File: src/rtl/pllsrch_pkg.sv
package pllsrch_pkg;

  localparam int PLW          = 4;
  localparam int RBW          = 6;
  localparam int PL_RMIN      = 1;
  localparam int PL_RMAX      = 32;
  localparam int PL_LAST      = 14;
  localparam int PL_SCAN_LAST = 13;

  typedef enum logic [3:0] {
    ST_IDLE,
    ST_DIV50,
    ST_HIGH,
    ST_LOW,
    ST_PLSET,
    ST_UF,
    ST_NDIV,
    ST_NCHK,
    ST_VCO,
    ST_ERR,
    ST_NEXTPL,
    ST_DONE
  } srch_state_t;

  // post-divider ratio for a table index (not monotonic past index 9)
  function automatic logic [RBW-1:0] pl_ratio(input logic [PLW-1:0] idx);
    logic [RBW-1:0] r;
    case (idx)
      4'd0:    r = 6'd1;
      4'd1:    r = 6'd2;
      4'd2:    r = 6'd3;
      4'd3:    r = 6'd4;
      4'd4:    r = 6'd5;
      4'd5:    r = 6'd6;
      4'd6:    r = 6'd8;
      4'd7:    r = 6'd10;
      4'd8:    r = 6'd12;
      4'd9:    r = 6'd16;
      4'd10:   r = 6'd12;
      4'd11:   r = 6'd16;
      4'd12:   r = 6'd20;
      4'd13:   r = 6'd24;
      default: r = 6'd32;
    endcase
    return r;
  endfunction

  // first index in 0..13 whose ratio reaches the bound, else the last index
  function automatic logic [PLW-1:0] pl_index_for(input logic [RBW-1:0] bound);
    logic [PLW-1:0] r;
    r = PLW'(PL_LAST);
    for (int i = PL_SCAN_LAST; i >= 0; i--) begin
      if (pl_ratio(PLW'(i)) >= bound) r = PLW'(i);
    end
    return r;
  endfunction

endpackage

File: src/rtl/pllsrch_divider.sv
module pllsrch_divider #(
  parameter int W = 32
) (
  input  logic         clk,
  input  logic         rst,
  input  logic         start,
  input  logic [W-1:0] dividend,
  input  logic [W-1:0] divisor,
  output logic         done,
  output logic [W-1:0] quotient,
  output logic [W-1:0] remainder
);
  localparam int CW = $clog2(W + 1);

  logic [W-1:0]  rem_q, quo_q, dsr_q;
  logic [CW-1:0] cnt_q;
  logic          run_q, done_q;
  logic [W:0]    shifted, diff;
  logic          ge;

  always_comb begin
    shifted = {rem_q, quo_q[W-1]};
    diff    = shifted - {1'b0, dsr_q};
    ge      = (shifted >= {1'b0, dsr_q});
  end

  always_ff @(posedge clk) begin
    if (rst) begin
      rem_q  <= '0;
      quo_q  <= '0;
      dsr_q  <= '0;
      cnt_q  <= '0;
      run_q  <= 1'b0;
      done_q <= 1'b0;
    end else begin
      done_q <= 1'b0;
      if (start && !run_q) begin
        rem_q <= '0;
        quo_q <= dividend;
        dsr_q <= divisor;
        cnt_q <= CW'(W);
        run_q <= 1'b1;
      end else if (run_q) begin
        rem_q <= ge ? diff[W-1:0] : shifted[W-1:0];
        quo_q <= {quo_q[W-2:0], ge};
        cnt_q <= cnt_q - 1'b1;
        if (cnt_q == CW'(1)) begin
          run_q  <= 1'b0;
          done_q <= 1'b1;
        end
      end
    end
  end

  assign done      = done_q;
  assign quotient  = quo_q;
  assign remainder = rem_q;
endmodule

File: src/rtl/pllsrch_best.sv
module pllsrch_best #(
  parameter int MOW    = 8,
  parameter int NOW    = 8,
  parameter int EW     = 32,
  parameter int DEF_M  = 255,
  parameter int DEF_N  = 8,
  parameter int DEF_PL = 1
) (
  input  logic           clk,
  input  logic           rst,
  input  logic           clear,
  input  logic           offer,
  input  logic [MOW-1:0] cand_m,
  input  logic [NOW-1:0] cand_n,
  input  logic [3:0]     cand_pl,
  input  logic [EW-1:0]  cand_err,
  output logic [MOW-1:0] best_m,
  output logic [NOW-1:0] best_n,
  output logic [3:0]     best_pl,
  output logic [EW-1:0]  best_err,
  output logic           found
);
  logic better;
  assign better = offer && (cand_err < best_err);

  always_ff @(posedge clk) begin
    if (rst || clear) begin
      best_m   <= MOW'(DEF_M);
      best_n   <= NOW'(DEF_N);
      best_pl  <= 4'(DEF_PL);
      best_err <= '1;
      found    <= 1'b0;
    end else if (better) begin
      best_m   <= cand_m;
      best_n   <= cand_n;
      best_pl  <= cand_pl;
      best_err <= cand_err;
      found    <= 1'b1;
    end
  end
endmodule

File: src/rtl/pll_coef_search.sv
module pll_coef_search
  import pllsrch_pkg::*;
#(
  parameter int FW         = 12,
  parameter int DW         = 32,
  parameter int MIN_VCO    = 1000,
  parameter int MAX_VCO    = 2064,
  parameter int MIN_UF     = 12,
  parameter int MAX_UF     = 38,
  parameter int MIN_M      = 1,
  parameter int MAX_M      = 255,
  parameter int MIN_N      = 8,
  parameter int MAX_N      = 255,
  parameter int MARGIN_DIV = 50,
  parameter int DEF_PL     = 1
) (
  input  logic                       clk,
  input  logic                       rst,
  input  logic                       start,
  input  logic [FW-1:0]              target_mhz,
  input  logic [FW-1:0]              ref_mhz,
  output logic                       busy,
  output logic                       done,
  output logic [$clog2(MAX_M+1)-1:0] m_coef,
  output logic [$clog2(MAX_N+1)-1:0] n_coef,
  output logic [3:0]                 pl_idx,
  output logic                       exact,
  output logic                       none_found
);
  localparam int MOW = $clog2(MAX_M + 1);
  localparam int NOW = $clog2(MAX_N + 1);
  localparam int MW  = MOW + 1;
  localparam int NW  = NOW + 1;
  localparam int TW  = FW + 1;

  srch_state_t    st;
  logic           issued;
  logic [TW-1:0]  t2_q;
  logic [FW-1:0]  ref_q;
  logic [DW-1:0]  tvco_q, vmax_q, tv_q, vco_q;
  logic [PLW-1:0] hi_q, pl_q;
  logic [MW-1:0]  m_q;
  logic [NW-1:0]  n_q, n2_q;

  logic           div_start, div_done;
  logic [DW-1:0]  dvd, dvs, dq, dr;
  logic [DW-1:0]  tvco_nx, err_c;
  logic [RBW-1:0] ratio;
  logic [MW-1:0]  m_inc;
  logic           m_over;

  logic [MOW-1:0] best_m;
  logic [NOW-1:0] best_n;
  logic [3:0]     best_pl;
  logic [DW-1:0]  best_err;
  logic           found, offer, clear;

  function automatic logic [RBW-1:0] clamp_ratio(input logic [DW-1:0] q);
    if (q < DW'(PL_RMIN)) return RBW'(PL_RMIN);
    if (q > DW'(PL_RMAX)) return RBW'(PL_RMAX);
    return q[RBW-1:0];
  endfunction

  assign ratio   = pl_ratio(pl_q);
  assign m_inc   = m_q + 1'b1;
  assign m_over  = (m_inc > MW'(MAX_M));
  assign tvco_nx = DW'(t2_q) + dq;
  assign err_c   = (dq >= DW'(t2_q)) ? (dq - DW'(t2_q)) : (DW'(t2_q) - dq);

  // operand selection for the shared divider
  always_comb begin
    dvd = '0;
    dvs = DW'(1);
    case (st)
      ST_DIV50: begin dvd = DW'(t2_q);                  dvs = DW'(MARGIN_DIV); end
      ST_HIGH:  begin dvd = vmax_q + tvco_q - DW'(1);   dvs = tvco_q;          end
      ST_LOW:   begin dvd = DW'(MIN_VCO);               dvs = tvco_q;          end
      ST_UF:    begin dvd = DW'(ref_q);                 dvs = DW'(m_q);        end
      ST_NDIV:  begin dvd = tv_q * DW'(m_q);            dvs = DW'(ref_q);      end
      ST_VCO:   begin dvd = DW'(ref_q) * DW'(n_q);      dvs = DW'(m_q);        end
      ST_ERR:   begin dvd = vco_q + DW'(ratio >> 1);    dvs = DW'(ratio);      end
      default:  begin dvd = '0;                         dvs = DW'(1);          end
    endcase
  end

  assign div_start = !issued && (st == ST_DIV50 || st == ST_HIGH || st == ST_LOW ||
                                 st == ST_UF || st == ST_NDIV || st == ST_VCO ||
                                 st == ST_ERR);
  assign offer = (st == ST_ERR) && div_done;
  assign clear = (st == ST_IDLE) && start;

  pllsrch_divider #(.W(DW)) u_div (
    .clk       (clk),
    .rst       (rst),
    .start     (div_start),
    .dividend  (dvd),
    .divisor   (dvs),
    .done      (div_done),
    .quotient  (dq),
    .remainder (dr)
  );

  pllsrch_best #(
    .MOW(MOW), .NOW(NOW), .EW(DW),
    .DEF_M(MAX_M), .DEF_N(MIN_N), .DEF_PL(DEF_PL)
  ) u_best (
    .clk      (clk),
    .rst      (rst),
    .clear    (clear),
    .offer    (offer),
    .cand_m   (m_q[MOW-1:0]),
    .cand_n   (n_q[NOW-1:0]),
    .cand_pl  (pl_q),
    .cand_err (err_c),
    .best_m   (best_m),
    .best_n   (best_n),
    .best_pl  (best_pl),
    .best_err (best_err),
    .found    (found)
  );

  always_ff @(posedge clk) begin
    if (rst) begin
      st         <= ST_IDLE;
      issued     <= 1'b0;
      busy       <= 1'b0;
      done       <= 1'b0;
      t2_q       <= '0;
      ref_q      <= '0;
      tvco_q     <= '0;
      vmax_q     <= '0;
      tv_q       <= '0;
      vco_q      <= '0;
      hi_q       <= '0;
      pl_q       <= '0;
      m_q        <= '0;
      n_q        <= '0;
      n2_q       <= '0;
      m_coef     <= '0;
      n_coef     <= '0;
      pl_idx     <= '0;
      exact      <= 1'b0;
      none_found <= 1'b0;
    end else begin
      done <= 1'b0;
      if (div_start) issued <= 1'b1;
      if (div_done)  issued <= 1'b0;
      case (st)
        ST_IDLE: if (start) begin
          t2_q  <= {target_mhz, 1'b0};
          ref_q <= ref_mhz;
          busy  <= 1'b1;
          st    <= ST_DIV50;
        end
        ST_DIV50: if (div_done) begin
          tvco_q <= tvco_nx;
          vmax_q <= (tvco_nx > DW'(MAX_VCO)) ? tvco_nx : DW'(MAX_VCO);
          st     <= ST_HIGH;
        end
        ST_HIGH: if (div_done) begin
          hi_q <= pl_index_for(clamp_ratio(dq));
          st   <= ST_LOW;
        end
        ST_LOW: if (div_done) begin
          pl_q <= pl_index_for(clamp_ratio(dq));
          st   <= ST_PLSET;
        end
        ST_PLSET: begin
          if (pl_q > hi_q) st <= ST_DONE;
          else begin
            tv_q <= DW'(t2_q) * DW'(ratio);
            m_q  <= MW'(MIN_M);
            st   <= ST_UF;
          end
        end
        ST_UF: if (div_done) begin
          if (dq < DW'(MIN_UF)) st <= ST_NEXTPL;
          else if (dq > DW'(MAX_UF)) begin
            m_q <= m_inc;
            st  <= m_over ? ST_NEXTPL : ST_UF;
          end else st <= ST_NDIV;
        end
        ST_NDIV: if (div_done) begin
          if (dq > DW'(MAX_N)) st <= ST_NEXTPL;
          else begin
            n_q  <= dq[NW-1:0];
            n2_q <= dq[NW-1:0] + NW'(dr != '0);
            st   <= ST_NCHK;
          end
        end
        ST_NCHK: begin
          if (n_q > n2_q || n_q > NW'(MAX_N)) begin
            m_q <= m_inc;
            st  <= m_over ? ST_NEXTPL : ST_UF;
          end else if (n_q < NW'(MIN_N)) n_q <= n_q + 1'b1;
          else st <= ST_VCO;
        end
        ST_VCO: if (div_done) begin
          if (dq >= DW'(MIN_VCO) && dq <= vmax_q) begin
            vco_q <= dq;
            st    <= ST_ERR;
          end else begin
            n_q <= n_q + 1'b1;
            st  <= ST_NCHK;
          end
        end
        ST_ERR: if (div_done) begin
          if (err_c == '0) st <= ST_DONE;
          else begin
            n_q <= n_q + 1'b1;
            st  <= ST_NCHK;
          end
        end
        ST_NEXTPL: begin
          if (pl_q >= hi_q) st <= ST_DONE;
          else begin
            pl_q <= pl_q + 1'b1;
            st   <= ST_PLSET;
          end
        end
        ST_DONE: begin
          m_coef     <= best_m;
          n_coef     <= best_n;
          pl_idx     <= best_pl;
          exact      <= found && (best_err == '0);
          none_found <= !found;
          done       <= 1'b1;
          busy       <= 1'b0;
          st         <= ST_IDLE;
        end
        default: st <= ST_IDLE;
      endcase
    end
  end
endmodule

File: config.mk
export PLATFORM = sky130hd
export DESIGN_NAME = pll_coef_search
export DESIGN_NICKNAME = d
export VERILOG_FILES = /design/src/rtl/pllsrch_pkg.sv /design/src/rtl/pllsrch_divider.sv /design/src/rtl/pllsrch_best.sv /design/src/rtl/pll_coef_search.sv
export SDC_FILE = /design/constraint.sdc
export NUM_CORES = 2
export LEC_CHECK = 0
export ABC_AREA = 1
export BUFFER_PORTS_ARGS = -buffer_cell sky130_fd_sc_hd__buf_2
export CAP_MARGIN = 20
export CORE_UTILIZATION = 55
export CTS_BUF_LIST = sky130_fd_sc_hd__clkbuf_8
export DETAILED_ROUTE_END_ITERATION = 16
export GPL_ROUTABILITY_DRIVEN = 0
export PLACE_DENSITY = 0.7
export SETUP_SLACK_MARGIN = 0.2
export SYNTH_ARGS = -nofsm -noshare
export SYNTH_HDL_FRONTEND = slang
export SYNTH_HIERARCHICAL = 1
export SYNTH_SLANG_ARGS = --single-unit
export TNS_END_PERCENT = 20
File: constraint.sdc
create_clock -name clk -period 5.25 [get_ports clk]
set_input_delay 0.525 -clock clk [delete_from_list [all_inputs] [get_ports clk]]
set_output_delay 0.525 -clock clk [all_outputs]
set_load 0.005 [all_outputs]
# [Word level (Yosys, flattened, before mapping)]
# Memory sizes are Yosys's and may differ from the RTL's. A register that Yosys moved wholly into a read port is not among the register bits.
# Cells that the tools add are included.
[op_classes] n_addsub=12 multipliers=3 div=0 order_cmp=41 n_eq_ne=31 n_shift=0 n_mux=166 n_bitwise=3 n_reduce_logical=43
[op_table] op="$mux W6" n=74
[op_table] op="$pmux W32 S7" n=1
[op_table] op="$mux W4" n=44
[op_table] op="$mux W32" n=5
[op_table] op="$pmux W32 S5" n=1
[op_table] op="$ge A6 B6 Y1" n=24
[op_table] op="$mux W9" n=13
[op_table] op="$gt A32 B6 Y1 const B" n=2
[op_table] op="$logic_not A32 Y1" n=2
[op_table] op="$pmux W4 S11" n=1
[op_table] op="$pmux W9 S4" n=1
[op_table] op="$ge A33 B32 Y1" n=1
[op_table] op="$add A13 B32 Y32" n=1
[op_table] op="$add A32 B32 Y32" n=1
[op_table] op="$add A32 B5 Y32" n=1
[op_table] op="$ge A32 B10 Y1 const B" n=1
[op_table] op="$ge A32 B13 Y1" n=1
[op_table] op="$gt A32 B12 Y1 const B" n=1
[op_table] op="$gt A32 B8 Y1 const B" n=1
[op_table] op="$le A32 B32 Y1" n=1
[op_table] op="$lt A32 B1 Y1 const B" n=1
[op_table] op="$lt A32 B32 Y1" n=1
[op_table] op="$lt A32 B4 Y1 const B" n=1
[op_table] op="$reduce_bool A32 Y1" n=1
[op_table] op="other kinds (43)" n=118
[word_totals] reg_bits=359 latch_bits=0 ramBits=0 rom_bits=96 mem_count=1
[memory_table] memory="(name not given)" words=16 width=6 read_ports=1 rd_clocked_by_memory_dff=1 wr=0 line="pllsrch_pkg.sv:28" source="case (idx)"

# [Depth between registers and ports, before layout]
[depth] depth_word=31 depth_mapped=32

# [Modules after synthesis]
# The synthesis kept the hierarchy.
[by_module_without_submodules] module="pll_coef_search" n_inst=1 cells_each=4065 area_per_inst_um2=27372.5
[by_module_without_submodules] module="pllsrch_divider" n_inst=1 cells_each=1158 area_per_inst_um2=7397.1
[by_module_without_submodules] module="pllsrch_best" n_inst=1 cells_each=385 area_per_inst_um2=2798.9

# [Worst setup path after synthesis]
# OpenSTA, ideal clock, no wires.
[synth_timing] path_kind="reg-to-reg" from="register m_q[7]" to="register u_div.quo_q[26], in the netlist u_div/quotient[26]" t_arrival_ps=5483 required_ps=5140 path_slack_ps=-343 stages_incl_launch_ff=28 n_path_buf=2 period_less_slack_ps=5593 path_cell_list="dfxtp_1 clkbuf_1 clkbuf_1 nand2_1 fa_1 fa_1 inv_1 fa_1 fa_1 ha_1 inv_1 nor3_1 a21oi_1 o21ai_0 inv_1 o21ai_0 a21oi_1 o21bai_1 nand2_1 nand2_1 a21oi_1 or2_2 nand3_1 o311ai_0 nand2_1 nand3_1 nand2_1 inv_1"
[synth_between] elab_chain_cells=3
[synth_lines] item="from (decl)" line="pll_coef_search.sv:42" source="logic [MW-1:0] m_q;"
[synth_lines] item="from (signal assigned)" line="pll_coef_search.sv:172" source="m_q <= MW'(MIN_M);"
[synth_lines] item="from (signal assigned)" line="pll_coef_search.sv:179" source="m_q <= m_inc;"
[synth_lines] item="from (signal assigned)" line="pll_coef_search.sv:193" source="m_q <= m_inc;"
[synth_lines] item="$mul A18 B9 Y27" line="pll_coef_search.sv:79" source="ST_NDIV: begin dvd = tv_q * DW'(m_q); dvs = DW'(ref_q); end"
[synth_lines] item="$pmux W32 S7" line="pll_coef_search.sv:74" source="case (st)"
[synth_lines] item="via dvd[26]" line="pll_coef_search.sv:46" source="logic [DW-1:0] dvd, dvs, dq, dr;"
[synth_lines] item="$mux W32" line="pllsrch_divider.sv:37" source="if (start && !run_q) begin"
[synth_lines] item="to (signal assigned)" line="pllsrch_divider.sv:39" source="quo_q <= dividend;"
[synth_lines] item="to (signal assigned)" line="pllsrch_divider.sv:45" source="quo_q <= {quo_q[W-2:0], ge};"
[synth_lines] item="to (decl)" line="pllsrch_divider.sv:15" source="logic [W-1:0] rem_q, quo_q, dsr_q;"
# The timed path passes the listed nets, and every way through them passes these cells.
# A chain may end at the register's enable or synchronous reset.

# [Worst setup path in the final report]
[layout_timing] from="register tv_q[5]" to="register u_div.quo_q[19], in the netlist u_div/quotient[19]"
[layout_between] elab_chain_cells=3
[layout_lines] item="from (decl)" line="pll_coef_search.sv:40" source="logic [DW-1:0] tvco_q, vmax_q, tv_q, vco_q;"
[layout_lines] item="from (signal assigned)" line="pll_coef_search.sv:171" source="tv_q <= DW'(t2_q) * DW'(ratio);"
[layout_lines] item="$mul A18 B9 Y27" line="pll_coef_search.sv:79"
[layout_lines] item="$pmux W32 S7" line="pll_coef_search.sv:74"
[layout_lines] item="via dvd[19]" line="pll_coef_search.sv:46"
[layout_lines] item="$mux W32" line="pllsrch_divider.sv:37"
# The timed path passes the listed nets, and every way through them passes these cells.

==> reports/results.tsv <==
stage	metric	value	unit
pwr	Pleak	21.9	nW
routing	Routed Antenna Nets	0	
setup_path	Critical Path Start	tv_q[5]	
clocking	Post-CTS Hold Buffers	0	
timing	crit path time final	4910	ps
routing	vias per cell	5.70	
cells_and_area	fin cells	6630	
cells_and_area	most common cell after layout, fill and taps aside	nand2_1	
timing	final hold violations	0	
clocking	H-tree levels	3	
clocking	Worst-path clk slew	60	ps
cells_and_area	number of fill cells in the layout	6297	
die	Placeable Area	67400	um^2
logic_synthesis	Synth Flop Type	dfxtp_1	
logic_synthesis	Synth warnings	6	
timing	worst hold margin	105	ps
setup_path	critical path required time	5810	ps
setup_path	worst r2r src	tv_q[5]	
logic_synthesis	count of cell types in the netlist	72	
clocking	Num Clock Sinks	365	
setup_path	Crit Path Category	reg -> reg	
die	die height	263	um
routing	WL/cell	19.4	um
die	# IOs	51	
logic_synthesis	Synth top area share	19.4	%
setup_path	Crit. End Element	flop	
global_route	grt total ovfl	0	
setup_path	buffers and inverters on the worst path	5	
cells_and_area	Nets	6296	
timing	Max Freq	0.204	GHz
setup_path	crit path launch type	flop	
timing	Slew Viols, Final	0	
logic_synthesis	synthesis-stage register bit count	365	
setup_path	crit-path cells	nand2_1, fa_1, fa_1, inv_1, ha_1, inv_1, fa_1, inv_1, fa_1, a21oi_2, o21ai_1, a21oi_1, o21ai_1, a21oi_2, xor2_1, buf_4, o2111ai_1, nand2_1, o211ai_1, nand2_1, inv_1	
timing	Setup TNS Final	0	ps
routing	routed vias	37800	
logic_synthesis	Synth Cell Area	37600	um^2
setup_path	Crit path arrival time	5480	ps
pwr	PwrDens	528	nW/um^2
timing	fin crit share	93.6	%
logic_synthesis	Area contributors post-synth	dfxtp_1 19%, nand2_1 14%, fa_1 12%	
clocking	CTS tree	built	
setup_path	instance count on the critical path	21	
outcome	outcome	complete, no violations	
setup_path	slowest CP cell	fa_1	
timing	Final Skew	58.0	ps
setup_path	R2R Setup Slk	340	ps
timing	final setup vio count	0	
place	port bufs	50	
die	Die Wd	263	um
setup_path	CP peak stage delay	550	ps
logic_synthesis	Yosys top cell by area	dfxtp_1	
setup_path	CP top delay family	adder cells	
place	DP HPWL	101	mm
routing	1st-iter DRT viols	3745	
min_path	HP Class	in -> reg	
job	Max-Cap Viols	0	
clocking	clk buf depth	3	
logic_synthesis	Async SR Flop Fraction	0	%
global_route	gr usage total	36.3	%
logic_synthesis	sequential area share after synthesis	19.4	%
timing	Worst-Margin Slew	1090	ps
clocking	CTS root buffer	clkbuf_8	
global_route	largest net degree at the start of global routing	66	
logic_synthesis	Mapped Avg Cell Area	6.70	um^2
die	Initial Util	55.7	%
global_route	first-pass GRT wire length	198	mm
routing	iteration count of the initial detailed-routing pass	8	
die	Cell Rows	95	
cells_and_area	commonest cells after routing, fill and taps aside	1435 x nand2_1, 1006 x inv_1, 424 x a21oi_1	
routing	DR DRC count	0	
timing	RSZ-0062 raised after global routing	yes	
setup_path	critical path endpoint	u_div/quotient[19]	
timing	Worst slew margin	26.3	%
cells_and_area	layout cells sized above 1	11.6	%
setup_path	capturing point of the worst reg2reg path	u_div/quotient[19]	
clocking	Skew-Pair Late Insertion Delay	720	ps
logic_synthesis	number of synthesized flops with an enable pin	0	
clocking	CTS Buf Count	70	
routing	DRT Wirelength	129	mm
setup_path	reg2reg path depth	21	
cells_and_area	P&R area growth vs syn	10.7	%
pwr	Peak VDD IR	0.00132	V
global_route	vias in the first global route	35600	
die	Die ar.	69400	um^2
logic_synthesis	Post-Synthesis Cells	5608	
place	placed insts	6471	
setup_path	critical-path maximum fanout	9	
logic_synthesis	synthesized netlist net count	6200	
global_route	initial antenna violation count	1	
report_power, final:
part / switching (W) / internal (W) / total, W
Sequential: 0.000367 / 0.00312 / 0.00349
Clock: 0.00138 / 0.00175 / 0.00313
Combinational: 0.0108 / 0.00452 / 0.0153
Total: 0.0126 / 0.00939 / 0.0220
cells in the mapped netlist, types with 13 or more instances:
library cell and instances:
nor4_1 33, o211ai_1 26, xor2_1 88, nand4_1 54
buf_4 13, nor3_1 58, nand2_2 38, or2_2 23
fa_1 231, nor2_2 15, buf_2 31, nand3_2 20
nor2_1 356, a21oi_1 432, nand3_1 307, dfxtp_1 365
o21bai_1 15, o2111ai_1 18, clkbuf_1 152, xnor2_1 29
ha_1 334, nand3b_1 31, inv_2 21, nand2_1 1440
o221ai_1 13, a21oi_2 38, inv_1 998, o21ai_0 262
o21ai_1 17
flip-flops by register name, summed over array words and instances, names as in the netlist, 12 cells and up:
register and count:
tvco_q 32, u_best/best_err 32, u_div/dsr_q 32, u_div/quotient 32
u_div/remainder 32, vco_q 32, vmax_q 32, tv_q 18
ref_q 12, t2_q 12
logic make-up (layout without fill, tap and decap cells):
logic type                 Yosys count  count (layout)  share of synthesized area, %
DFF                                365             365                          19.4
xor gates and xnor gates           117             117                          2.73
buffers and inverters             1245            1392                          13.0
other                                0               2                             0
adders and majority gates          565             565                          23.4
AOI/OAI and AO/OA                  905             905                          13.7
and+or+nand+nor                   2411            2411                          27.7
area by class of cell:
cell class / instances / area, um^2 / share of cell area (%)
well taps: 873 / 1090 / 2.63
inverters: 1022 / 3840 / 9.24
multi-input cells: 3998 / 25800 / 62.1
flip-flops and latches: 365 / 7410 / 17.8
clock buffers: 90 / 1240 / 2.98
repair buffers: 247 / 1860 / 4.48
diodes: 2 / 5.00 / 0.0120
clock inverters: 33 / 293 / 0.704
worst min-delay path by stage:
stage	from	end	slack, ps	cells after the start
floorplan	u_best/best_m[0]	m_coef[0]	420	2
global placement	u_best/best_m[5]	m_coef[5]	440	2
detailed placement	u_best/best_pl[3]	pl_idx[3]	430	2
CTS	target_mhz[6]	t2_q[7]	70	3
global route	target_mhz[7]	t2_q[8]	90	3
finish	target_mhz[6]	t2_q[7]	110	3
through the flow:
step | utilization, % | setup slack [ps] | power (W) | instance area [um^2]
final | 61.7 | 337 | 0.0220 | 41600
after global routing | 61.7 | 119 | 0.0234 | 41600
after CTS | 60.4 | 165 | 0.0215 | 40700
after detailed placement | 58.1 | 5.27 | 0.0183 | 39200
after global placement | 58.1 | 59.8 | 0.0182 | 39200
after floorplan | - | 169 | 0.0145 | 37600
layer usage:
metal | up-vias | global-route usage (%) | wire length (um)
li1 | 17900 | - | -
met1 | 17500 | 45.4 | 50000
met2 | 1881 | 56.7 | 55900
met3 | 514 | 8.47 | 13600
met4 | 0 | 22.6 | 9270
met5 | - | 0 | 0
what timing repair did:
item	CTS	global route
pin swaps	0	78
endpoints found under the setup margin	7	17
gates resized for setup	23	160
buffers inserted	0	34
worst min-delay path: cells and delay by family:
family	cells	cell delay, ps
AOI/OAI and AO/OA	2	170
buffers and inverters	1	70
(Power assumes the default switching activity.)
